===== src/rtl/slope_pkg.sv =====
package slope_pkg;
    typedef enum logic [1:0] {
        ST_IDLE = 2'd0,
        ST_RISE = 2'd1,
        ST_HOLD = 2'd2,
        ST_FALL = 2'd3
    } slope_st_e;
endpackage


===== src/rtl/slope_edge.sv =====
// One-clock start pulse on a rising trigger edge, accepted only near base.
module slope_edge (
    input  logic clk,
    input  logic rst_n,
    input  logic trig_i,
    input  logic near_base,
    output logic fire
);
    logic trig_q;

    always_ff @(posedge clk) begin
        if (!rst_n) trig_q <= 1'b0;
        else        trig_q <= trig_i;
    end

    always_comb fire = trig_i && !trig_q && near_base;
endmodule


===== src/rtl/slope_step.sv =====
// Per-tick step: base rate plus optional level-proportional term.
module slope_step #(
    parameter int LVL_W     = 16,
    parameter int EXP_SHIFT = 2
) (
    input  logic [LVL_W-1:0] rate,
    input  logic             curve_en,
    input  logic [LVL_W-1:0] level,
    output logic [LVL_W:0]   step
);
    logic [LVL_W-1:0] curve_term;

    generate
        if (EXP_SHIFT >= LVL_W) begin : g_no_curve
            always_comb curve_term = '0;
        end else begin : g_curve
            always_comb curve_term = curve_en ? (level >> EXP_SHIFT) : '0;
        end
    endgenerate

    always_comb step = {1'b0, rate} + {1'b0, curve_term};
endmodule


===== src/rtl/slope_level.sv =====
// Saturating level register moved on clock-enable ticks.
module slope_level #(
    parameter int LVL_W = 16
) (
    input  logic             clk,
    input  logic             rst_n,
    input  logic             tick,
    input  logic             run,
    input  logic [LVL_W:0]   up_step,
    input  logic [LVL_W:0]   dn_step,
    output logic [LVL_W-1:0] level
);
    localparam int SUM_W = LVL_W + 2;
    localparam logic [LVL_W-1:0] TOP = '1;

    logic [SUM_W-1:0] up_sum;
    logic [LVL_W-1:0] up_val;
    logic [LVL_W-1:0] dn_val;

    always_comb begin
        up_sum = {2'b00, level} + {1'b0, up_step};
        up_val = (up_sum > {2'b00, TOP}) ? TOP : up_sum[LVL_W-1:0];
        dn_val = ({1'b0, level} <= dn_step) ? '0 : (level - dn_step[LVL_W-1:0]);
    end

    always_ff @(posedge clk) begin
        if (!rst_n)    level <= '0;
        else if (tick) level <= run ? up_val : dn_val;
    end
endmodule


===== src/rtl/slope_fsm.sv =====
// Run-latch controller: set has priority over the full-scale reset.
module slope_fsm
    import slope_pkg::*;
(
    input  logic clk,
    input  logic rst_n,
    input  logic set_req,
    input  logic at_peak,
    input  logic at_base,
    output logic run
);
    slope_st_e state, state_nx;

    always_ff @(posedge clk) begin
        if (!rst_n) state <= ST_IDLE;
        else        state <= state_nx;
    end

    always_comb begin
        state_nx = state;
        unique case (state)
            ST_IDLE: state_nx = set_req ? ST_RISE : ST_IDLE;
            ST_RISE: begin
                if (at_peak) state_nx = set_req ? ST_HOLD : ST_FALL;
                else         state_nx = ST_RISE;
            end
            ST_HOLD: state_nx = set_req ? ST_HOLD : ST_FALL;
            ST_FALL: begin
                if (set_req)      state_nx = ST_RISE;
                else if (at_base) state_nx = ST_IDLE;
                else              state_nx = ST_FALL;
            end
            default: state_nx = ST_IDLE;
        endcase
    end

    always_comb begin
        unique case (state)
            ST_RISE, ST_HOLD: run = 1'b1;
            default:          run = 1'b0;
        endcase
    end
endmodule


===== src/rtl/slope_gen.sv =====
module slope_gen #(
    parameter int LVL_W     = 16,
    parameter int EXP_SHIFT = 2,
    parameter int END_PCT   = 6
) (
    input  logic             clk,
    input  logic             rst_n,
    input  logic             tick,
    input  logic             gate_i,
    input  logic             trig_i,
    input  logic [LVL_W-1:0] rise_rate,
    input  logic [LVL_W-1:0] fall_rate,
    input  logic             rise_exp,
    input  logic             fall_exp,
    output logic [LVL_W-1:0] level_o,
    output logic             rising_o,
    output logic             end_o
);
    localparam logic [LVL_W-1:0] TOP     = '1;
    localparam logic [LVL_W-1:0] END_LIM = LVL_W'(((64'd1 << LVL_W) * END_PCT) / 100);

    logic             fire;
    logic             set_req;
    logic             run;
    logic [LVL_W:0]   up_step;
    logic [LVL_W:0]   dn_step;
    logic [LVL_W-1:0] level;

    always_comb begin
        end_o    = (level < END_LIM);
        set_req  = gate_i || fire;
        level_o  = level;
        rising_o = run;
    end

    slope_edge u_edge (
        .clk       (clk),
        .rst_n     (rst_n),
        .trig_i    (trig_i),
        .near_base (end_o),
        .fire      (fire)
    );

    slope_fsm u_fsm (
        .clk     (clk),
        .rst_n   (rst_n),
        .set_req (set_req),
        .at_peak (level == TOP),
        .at_base (level == '0),
        .run     (run)
    );

    slope_step #(.LVL_W(LVL_W), .EXP_SHIFT(EXP_SHIFT)) u_up (
        .rate     (rise_rate),
        .curve_en (rise_exp),
        .level    (level),
        .step     (up_step)
    );

    slope_step #(.LVL_W(LVL_W), .EXP_SHIFT(EXP_SHIFT)) u_dn (
        .rate     (fall_rate),
        .curve_en (fall_exp),
        .level    (level),
        .step     (dn_step)
    );

    slope_level #(.LVL_W(LVL_W)) u_level (
        .clk     (clk),
        .rst_n   (rst_n),
        .tick    (tick),
        .run     (run),
        .up_step (up_step),
        .dn_step (dn_step),
        .level   (level)
    );
endmodule


===== config.mk =====
export PLATFORM = sky130hd
export DESIGN_NAME = slope_gen
export DESIGN_NICKNAME = d
export VERILOG_FILES = /design/src/rtl/slope_pkg.sv /design/src/rtl/slope_edge.sv /design/src/rtl/slope_step.sv /design/src/rtl/slope_level.sv /design/src/rtl/slope_fsm.sv /design/src/rtl/slope_gen.sv
export SDC_FILE = /design/constraint.sdc
export NUM_CORES = 1
export LEC_CHECK = 0
export ABC_AREA = 0
export CORE_MARGIN = 2
export CORE_UTILIZATION = 60
export CTS_CLUSTER_DIAMETER = 80
export CTS_CLUSTER_SIZE = 8
export DETAILED_ROUTE_END_ITERATION = 10
export PLACE_DENSITY = 0.84
export RECOVER_POWER = 50
export SYNTH_ARGS = -nofsm -noshare
export SYNTH_HDL_FRONTEND = slang
export SYNTH_HIERARCHICAL = 1
export SYNTH_SLANG_ARGS = --single-unit

===== constraint.sdc =====
create_clock -name clk -period 10.37 [get_ports clk]
set_input_delay 2.074 -clock clk [delete_from_list [all_inputs] [get_ports clk]]
set_output_delay 2.074 -clock clk [all_outputs]
set_load 0.03 [all_outputs]

==> qor.yml, run 1 <==
status:
  status: "finished, final reports clean"
synthesis:
  synth_top_flop_cell: "dfxtp_1"
  netlist_area_sq_um: 4140
  yosysWarnings: 6
  synth-seq-cells: 19
  synth.net_count: 669
  synth.avg_cell_area_sq_um: 7.36
  ys_seq_area_share_pct: 9.20
  synthCells: 562
  synth_edf_count: 0
  async_reset_ff_share_pct: 0
  ys_types: 55
drt:
  wl_per_cell_um: 15.5
  wirelength_um: 10700
  drt_iter0_drc: 341
  drc: 0
  vias: 4367
  drt-met1-wl_um: 4700
  highest_layer: "met4"
  drtPass1Iterations: 5
  detail_route.vias_per_cell: 6.30
  ant_nets: 0
  wl_met3_um: 518
  met2_wirelength_um: 5340
clock_tree:
  cts_resized: 0
  cts_tree: "done"
  post_cts_buffers: 0
  hold_buffers: 0
  cts-root-buf: "clkbuf_8"
  insertion_delay_ns: 0.26
  cts_buffers: 3
  clk_pin_slew_ns: 0.07
  cts_htree_levels: 1
  cts_buffer_depth: 2
  clkSinkCount: 19
worst_setup_path:
  cpMaxStageDelayCell: "clkdlybuf4s50_1"
  worstPathArrival_ns: 6.93
  critPathCaptureType: "flip-flop"
  critPathMaxStageDelay_ns: 0.58
  crit_chain: "clkdlybuf4s50_1 -> and2_1 -> ha_1 -> fa_1 -> a21o_1 -> a221oi_2 -> o21ai_0 -> xor2_1 -> ha_1 -> a211o_1 -> a2111oi_2 -> nor3_1 -> a2111oi_2 -> nor3_1 -> o31a_1 -> o21ai_0 -> a31oi_1"
  worst-setup-path-type: "input port to flip-flop"
  path_max_fanout: 15
  worstPathRequired_ns: 10.47
  cp-start-kind: "input port"
power_and_ir_drop:
  p_int_uw: 266
  power_frac_seq_pct: 19.2
  p_clk_share_pct: 10.1
  switching_share_pct: 47.4
  p_per_area_nw_per_um2: 105
  p_switching_uw: 240
  vdd_drop_max_mv: 0.0502
  static-leakage-power_nw: 2.20
  p_comb_share_pct: 70.7
floorplanning:
  die_h_um: 87.0
  core_area_sq_um: 6720
  core.rowCount: 30
  start_util_pct: 61.6
  die_w_um: 87.0
  boundaryPins: 57
  dieArea_sq_um: 7570
sta:
  finalCritPeriodShare_pct: 65.9
  slew_headroom_pct: 42.9
  fin_crit_ns: 6.83
  rsz0062_at_grt: "false"
  hold_viol: 0
  setup_tns_ns: 0
  drv_slew: 0
  max_slew.worst_pin.slew_ns: 0.854
  max_freq_mhz: 146
  worst_slack_ns: 3.54
  skew_ns: 0.00544
  setup-violations-final: 0
place:
  io_buffers: 56
  dpl_worst_slack_ns: 3.31
  globalplace.congestion: 0.946
  dpl.hpwl_um: 8670
  placed_area_sq_um: 4760
layout:
  fin_nets: 721
  final_cell_area_sq_um: 4800
  area_growth_pct: 16.1
  layout_common_cells: "ha_1 (64), a21oi_1 (40), clkdlybuf4s50_1 (39), o21ai_0 (39)"
  layout_commonest_cell: "ha_1"
  drive_gt1_share_pct: 4.08
  antenna-diode-count: 0
global_routing:
  grt_pass1_wl_um: 17300
  overflow: 0
  grt_max_degree: 33
  grt_use_total_pct: 27.3
  antenna_found_initial: 0
  grt_pass1_vias: 3969
flow_run:
  max_cap_viol_count: 0
worst_hold_path:
  hp-class: "flip-flop to flip-flop"
==> final cells by class <==
| type | instances | area [sq um] |
|---|---|---|
| clock buffer | 3 | 41.3 |
| clock inverter | 1 | 5.00 |
| fill | 552 | 1920 |
| inverter | 30 | 113 |
| multi-input combinational | 504 | 3600 |
| sequential | 19 | 380 |
| tap | 80 | 100 |
| timing repair buffer | 56 | 561 |
==> flip-flops by register name (all words and copies together), names as in the netlist <==
register,cells
u_level/level,16
u_fsm/state,2
u_edge/trig_q,1
==> logic make-up (layout without fill, tap and decap cells) <==
| group | Yosys count | count (layout) | synth area share, % |
|---|---|---|---|
| simple gates | 200 | 200 | 25.6 |
| buf+inv | 39 | 90 | 3.72 |
| flops | 19 | 19 | 9.20 |
| mux | 4 | 4 | 1.03 |
| xor+xnor | 44 | 44 | 9.32 |
| fa+ha+maj | 68 | 68 | 21.3 |
| compound gates | 188 | 188 | 29.8 |
==> Yosys cell counts (2+ instances only) <==
| cell type | count | area [sq um] |
|---|---|---|
| o21ai_0 | 39 | 195 |
| nor2_1 | 36 | 135 |
| inv_1 | 30 | 113 |
| and3_2 | 2 | 15.0 |
| nor3_1 | 14 | 70.1 |
| nand2_1 | 37 | 139 |
| nand4_1 | 7 | 43.8 |
| a2111oi_0 | 2 | 17.5 |
| a22oi_1 | 3 | 22.5 |
| xor2_1 | 17 | 149 |
| nor3b_1 | 2 | 15.0 |
| mux2_2 | 2 | 22.5 |
| o31ai_1 | 3 | 22.5 |
| a21boi_0 | 5 | 37.5 |
| nor2b_1 | 9 | 56.3 |
| o311ai_0 | 4 | 35.0 |
| a21o_1 | 15 | 113 |
| a211oi_1 | 4 | 30.0 |
| clkbuf_1 | 8 | 30.0 |
| xnor2_1 | 27 | 236 |
| a211o_1 | 3 | 26.3 |
| o21bai_1 | 3 | 22.5 |
| a221oi_2 | 2 | 30.0 |
| ha_1 | 64 | 801 |
| nand2b_1 | 7 | 43.8 |
| or2_2 | 5 | 31.3 |
| o211ai_2 | 2 | 25.0 |
| or4_1 | 3 | 22.5 |
| o21a_1 | 10 | 75.1 |
| a21oi_1 | 40 | 200 |
| and2_1 | 37 | 231 |
| o211ai_1 | 8 | 60.1 |
| a2111oi_2 | 2 | 30.0 |
| nor4_1 | 4 | 25.0 |
| a31o_2 | 5 | 43.8 |
| dfxtp_1 | 19 | 380 |
| fa_1 | 4 | 80.1 |
| or3_1 | 5 | 31.3 |
| and3_1 | 9 | 56.3 |
| o21ai_1 | 12 | 60.1 |
| a31oi_1 | 18 | 113 |
| a221o_1 | 2 | 20.0 |
| nand3_1 | 14 | 70.1 |
| mux2i_1 | 2 | 20.0 |
| nand3b_1 | 6 | 45.0 |
==> critical path, delay by kind of cell <==
kind | cells | cell delay [ns]
AO/OA/AOI/OAI | 9 | 2.65
adder cells (fa/ha/maj) | 3 | 0.99
AND/OR/NAND/NOR | 3 | 0.48
buffers and inverters | 1 | 0.58
XOR/XNOR | 1 | 0.17
==> power groups by stage <==
| stage | Sequential, mW | Combinational [mW] | Clock [mW] |
|---|---|---|---|
| 6_report | 0.0973 | 0.358 | 0.0512 |
| 5_1_grt | 0.0987 | 0.392 | 0.0550 |
| 4_1_cts | 0.0971 | 0.354 | 0.0520 |
| 3_5_place_dp | 0.0988 | 0.351 | 0 |
| 3_3_place_gp | 0.0986 | 0.344 | 0 |
| 2_1_floorplan | 0.103 | 0.261 | 0 |
==> through the flow <==
step                      hold WS, ns  util, %  total power [mW]  instances
after floorplan                 0.640        -             0.364        562
after global placement          0.632     70.8             0.442        689
after detailed placement        0.626     70.8             0.450        689
after CTS                       0.640     71.5             0.503        693
after global routing            0.665     71.5             0.546        693
final                           0.639     71.5             0.506        693
==> worst paths after layout <==
path	startpoint	depth (start not counted)	slack (ns)	to
setup / recovery	rise_exp	17	3.54	u_level/level[12]
hold / removal	u_level/level[0]	2	0.64	u_level/level[0]
setup reg to reg	u_level/level[2]	16	5.53	u_level/level[12]
hold reg to reg	u_level/level[0]	2	0.64	u_level/level[0]
==> per-layer routing <==
layer | global-route usage, % | vias to the layer above
met4 | 7.95 | 0
met5 | 0 | -
met1 | 34.7 | 2016
met3 | 0.853 | 15
li1 | - | 2195
met2 | 49.8 | 141
Power figures use the tool's default switching activity.
==> run 2, diff against run 1 <==
--- a/config.mk
+++ b/config.mk
@@ -7,11 +7,11 @@
 export LEC_CHECK = 0
 export ABC_AREA = 0
 export CORE_MARGIN = 2
-export CORE_UTILIZATION = 60
+export CORE_UTILIZATION = 52
 export CTS_CLUSTER_DIAMETER = 80
 export CTS_CLUSTER_SIZE = 8
 export DETAILED_ROUTE_END_ITERATION = 10
-export PLACE_DENSITY = 0.84
+export PLACE_DENSITY = 0.77
 export RECOVER_POWER = 50
 export SYNTH_ARGS = -nofsm -noshare
 export SYNTH_HDL_FRONTEND = slang
==> constraint.sdc (replaced) <==
create_clock -name clk -period 5.64 [get_ports clk]
set_input_delay 1.128 -clock clk [delete_from_list [all_inputs] [get_ports clk]]
set_output_delay 1.128 -clock clk [all_outputs]
set_load 0.03 [all_outputs]
==> qor.yml, run 2 (synthesis results as in run 1) <==
power_and_ir_drop:
  p_switching_uw: 457
  p_comb_share_pct: 72.1
  static-leakage-power_nw: 2.32
  p_per_area_nw_per_um2: 193
  switching_share_pct: 47.1
  power_frac_seq_pct: 17.9
  p_clk_share_pct: 10.0
  vdd_drop_max_mv: 0.0924
  p_int_uw: 513
worst_hold_path:
  hp-class: "flip-flop to flip-flop"
place:
  dpl.hpwl_um: 9050
  dpl_worst_slack_ns: -0.166
  io_buffers: 56
  placed_area_sq_um: 4960
  globalplace.congestion: 0.936
sta:
  slew_headroom_pct: 41.7
  finalCritPeriodShare_pct: 94.3
  setup_tns_ns: 0
  setup-violations-final: 0
  drv_slew: 0
  fin_crit_ns: 5.32
  worst_slack_ns: 0.322
  max_slew.worst_pin.slew_ns: 0.871
  max_freq_mhz: 188
  skew_ns: 0.0130
  rsz0062_at_grt: "false"
  hold_viol: 0
floorplanning:
  boundaryPins: 57
  die_h_um: 93.2
  dieArea_sq_um: 8680
  core.rowCount: 32
  die_w_um: 93.2
  start_util_pct: 53.5
  core_area_sq_um: 7730
layout:
  drive_gt1_share_pct: 7.99
  antenna-diode-count: 0
  layout_commonest_cell: "ha_1"
  area_growth_pct: 21.7
  layout_common_cells: "ha_1 (64), a21oi_1 (40), clkdlybuf4s50_1 (39)"
  final_cell_area_sq_um: 5040
  fin_nets: 746
  largest_register_ffs: 16
  reg_top3: "u_level/level (16), u_fsm/state (2), u_edge/trig_q (1)"
  regMostFlops: "u_level/level"
worst_setup_path:
  critPathMaxStageDelay_ns: 0.48
  crit_chain: "clkdlybuf4s50_1 -> buf_4 -> and2_1 -> ha_1 -> a21o_1 -> a31o_2 -> o211ai_1 -> nand2b_1 -> xor2_1 -> ha_1 -> buf_4 -> and3_1 -> nand2_1 -> a211oi_1 -> buf_4 -> a2111oi_2 -> nor3_2 -> o31a_2 -> o21ai_0 -> a31oi_1"
  cp-start-kind: "input port"
  cp_top_family: "compound AO/OA/AOI/OAI gates"
  path_max_fanout: 12
  worst-setup-path-type: "input port to flip-flop"
  cpMaxStageDelayCell: "clkdlybuf4s50_1"
  worstPathRequired_ns: 5.74
  critPathCaptureType: "flip-flop"
  crit_buf_inv: 4
  crit_top_cell: "buf_4"
  worstPathArrival_ns: 5.42
drt:
  detail_route.vias_per_cell: 6.07
  vias: 4495
  drt_iter0_drc: 218
  wirelength_um: 11300
  ant_nets: 0
  wl_per_cell_um: 15.3
  drtPass1Iterations: 8
  drc: 0
clock_tree:
  clk_pin_slew_ns: 0.08
  cts_htree_levels: 1
  clkSinkCount: 19
  cts_buffer_depth: 2
  post_cts_buffers: 0
  cts-root-buf: "clkbuf_8"
  cts_buffers: 3
  cts_tree: "done"
  insertion_delay_ns: 0.26
global_routing:
  grt_use_total_pct: 25.2
  overflow: 0
  antenna_found_initial: 0
  grt_pass1_wl_um: 18400
  grt_pass1_vias: 4327
  grt_max_degree: 33
status:
  status: "finished, final reports clean"
flow_run:
  max_cap_viol_count: 0
-- run 2: changes by cell type in the layout (fill, tap and decap cells not counted), sizes merged --
cell,change
buf,+24
o31a,+1
-- run 2: metrics by stage --
| step | cells | power, mW | utilization [%] | hold slack [ns] |
|---|---|---|---|---|
| detailed placement | 735 | 0.856 | 64.2 | 0.642 |
| floorplan | 562 | 0.669 | - | 0.640 |
| global placement | 735 | 0.838 | 64.2 | 0.622 |
| global route | 740 | 1.05 | 65.2 | 0.702 |
| finish | 740 | 0.970 | 65.2 | 0.672 |
| CTS | 739 | 0.959 | 64.8 | 0.654 |
-- run 2: layout make-up --
type | instances | area (sq um)
Multi-Input combinational cell | 505 | 3630
Fill cell | 687 | 2690
Timing Repair Buffer | 80 | 741
Sequential cell | 19 | 380
Tap cell | 102 | 128
Inverter | 30 | 113
Clock buffer | 3 | 41.3
Clock inverter | 1 | 5.00
-- run 2: routing by layer --
layer	wire length [um]	share of wire (%)	global-route usage, %	up-vias
li1	-	-	-	2248
met1	5010	44	32.2	2061
met2	5390	47	44.4	152
met3	549	4.8	1.05	34
met4	403	3.6	10.3	0
met5	0	0	0	-
-- run 2: worst paths after layout --
check / startpoint / endpoint / slack [ns] / depth (start not counted)
worst max register to register: u_level/level[2] / u_level/level[15] / 1.23 / 18
worst max-delay path: rise_exp / u_level/level[9] / 0.32 / 20
worst min-delay path: u_level/level[0] / u_level/level[0] / 0.67 / 2
worst min register to register: u_level/level[0] / u_level/level[0] / 0.67 / 2
-- run 2: what timing repair did --
| action | in CTS | in global routing |
|---|---|---|
| resized for setup | 0 | 4 |
| hold buffers | 0 | 0 |
| endpoints found under the setup margin | 0 | 15 |
-- run 2: power by group through the flow --
stage	clock network, mW	logic [mW]	registers, mW
3_5_place_dp	0	0.680	0.176
6_report	0.0973	0.699	0.173
5_1_grt	0.102	0.772	0.176
2_1_floorplan	0	0.479	0.190
4_1_cts	0.0995	0.686	0.173
3_3_place_gp	0	0.662	0.176
-- run 2: worst register-to-register path, cell delays in order, from the launching register on --
cell and delay (ns):
dfxtp_1 0.33, buf_4 0.17, and2_1 0.16, ha_1 0.21, fa_1 0.41, a21o_1 0.22
a221oi_2 0.39, o21ai_0 0.20, xor2_1 0.15, inv_1 0.06, ha_1 0.35, nand4_1 0.15
a211oi_1 0.50, o21ai_0 0.19, a21boi_0 0.22, o21a_1 0.14, buf_4 0.19, nand3b_1 0.10
a31oi_1 0.18
==> run 3, diff against run 2 <==
--- a/config.mk
+++ b/config.mk
@@ -7,11 +7,11 @@
 export LEC_CHECK = 0
 export ABC_AREA = 0
 export CORE_MARGIN = 2
-export CORE_UTILIZATION = 52
+export CORE_UTILIZATION = 40
 export CTS_CLUSTER_DIAMETER = 80
 export CTS_CLUSTER_SIZE = 8
 export DETAILED_ROUTE_END_ITERATION = 10
-export PLACE_DENSITY = 0.77
+export PLACE_DENSITY = 0.62
 export RECOVER_POWER = 50
 export SYNTH_ARGS = -nofsm -noshare
 export SYNTH_HDL_FRONTEND = slang
==> qor.yml, run 3 (synthesis results as in run 1) <==
clock_tree:
  cts_htree_levels: 1
  clkSinkCount: 19
  cts_buffer_depth: 2
  cts-root-buf: "clkbuf_8"
  hold_buffers: 0
  cts_resized: 0
  cts_tree: "done"
  clk_pin_slew_ns: 0.07
  insertion_delay_ns: 0.25
  cts_buffers: 3
  post_cts_buffers: 0
layout:
  layout_commonest_cell: "ha_1"
  post-route-util_pct: 50.6
  final_cell_area_sq_um: 5150
  fin_nets: 755
  area_growth_pct: 24.6
  antenna-diode-count: 0
  drive_gt1_share_pct: 9.12
  seqCellArea_sq_um: 380
  largest_register_ffs: 16
  regMostFlops: "u_level/level"
  multiInputGateArea_sq_um: 3640
  fillers: 1045
  layout_common_cells: "ha_1 (64), a21oi_1 (40), clkdlybuf4s50_1 (39)"
  reg_top3: "u_level/level (16), u_fsm/state (2), u_edge/trig_q (1)"
global_routing:
  overflow: 0
  grt_use_total_pct: 19.8
  grt_pass1_vias: 4179
  antenna_found_initial: 0
  grt_pass1_wl_um: 18900
  grt_max_degree: 33
sta:
  fin_crit_ns: 5.40
  drv_slew: 0
  max_freq_mhz: 185
  setup-violations-final: 0
  setup_tns_ns: 0
  skew_ns: 0.00506
  max_slew.worst_pin.slew_ns: 0.845
  finalCritPeriodShare_pct: 95.7
  slew_headroom_pct: 43.5
  hold-worst-slack_ns: 0.639
  hold_viol: 0
drt:
  drt_iter0_drc: 178
  wl_per_cell_um: 14.8
  detail_route.vias_per_cell: 5.62
  vias: 4404
  drc: 0
  ant_nets: 0
  drtPass1Iterations: 5
  wirelength_um: 11600
worst_setup_path:
  cp-start-kind: "input port"
  crit_chain: "clkdlybuf4s50_1 -> buf_4 -> and2_1 -> ha_1 -> a21o_1 -> a31o_2 -> o211ai_1 -> buf_4 -> mux2_2 -> nor2_1 -> ha_1 -> a21o_1 -> a21oi_1 -> nor2b_1 -> a31oi_1 -> nand2_1 -> o31a_1 -> o21ai_1 -> a31oi_1"
  cpMaxStageDelayCell: "clkdlybuf4s50_1"
  worstPathArrival_ns: 5.49
  worst-setup-path-type: "input port to flip-flop"
  critPathMaxStageDelay_ns: 0.47
  worstPathRequired_ns: 5.74
  path_max_fanout: 12
  critPathCaptureType: "flip-flop"
power_and_ir_drop:
  total_power_uw: 973
  static-leakage-power_nw: 2.37
  p_per_area_nw_per_um2: 189
  vdd_drop_max_mv: 0.0778
floorplanning:
  die_w_um: 106
  boundaryPins: 57
  dieArea_sq_um: 11200
  die_h_um: 106
  core_area_sq_um: 10200
  start_util_pct: 40.6
  core.rowCount: 37
flow_run:
  max_cap_viol_count: 0
status:
  status: "finished, final reports clean"
worst_hold_path:
  hp-class: "flip-flop to flip-flop"
place:
  placed_area_sq_um: 5070
  io_buffers: 56
  dpl.hpwl_um: 9450
  globalplace.congestion: 0.900
==> run 3: cell types whose count changed in the layout (fill, tap and decap cells not counted) <==
cell	previous run	this run
buf_4	24	33
clkbuf_1	0	1
clkinv_2	1	0
o21ai_0	38	35
o21ai_1	13	16
o31a_2	1	0
o31a_4	0	1
==> run 3: path summary, 6_finish.rpt <==
check,cells after the start,start,slack [ns],to
worst min register to register,2,u_level/level[0],0.64,u_level/level[0]
worst max-delay path,19,rise_exp,0.24,u_level/level[14]
worst min-delay path,2,u_level/level[0],0.64,u_level/level[0]
worst max register to register,18,u_level/level[6],1.31,u_level/level[14]
==> run 3: layer usage <==
layer  wire, um  up-vias  part of all wire, %  global-route usage (%)
met4        106        0                 0.91                    3.76
met5          0        -                    0                       0
met3        357        8                  3.1                    1.18
met2       5720       93                   49                    36.1
met1       5400     2030                   47                    25.8
li1           -     2273                    -                       -
==> run 3: worst max-delay path: cells and delay by family <==
family | cells | cell delay (ns)
adders and majority gates | 2 | 0.61
AOI/OAI and AO/OA | 9 | 2.02
buffers and inverters | 3 | 0.83
and+or+nand+nor | 4 | 0.56
muxes | 1 | 0.31
==> run 3: report_power, final <==
part / switching, mW / total, mW / leakage [nW] / internal [mW]
logic: 0.390 / 0.716 / 2.19 / 0.326
clock network: 0.0434 / 0.0935 / 0.0228 / 0.0501
registers: 0.0165 / 0.163 / 0.157 / 0.147
total: 0.450 / 0.973 / 2.37 / 0.523
==> run 3: cell type report <==
cell class / count / share of cell area [%]
Tap cell: 136 / 3.30
Inverter: 30 / 2.19
Clock buffer: 4 / 0.874
Sequential cell: 19 / 7.38
Timing Repair Buffer: 89 / 15.7
Multi-Input combinational cell: 505 / 70.6
==> run 3: through the flow <==
stage	instances	worst slack, ns
4_1_cts	782	0.0223
5_1_grt	783	-0.0585
3_5_place_dp	778	-0.224
3_3_place_gp	778	-0.0965
6_report	783	0.242
2_1_floorplan	562	0.490
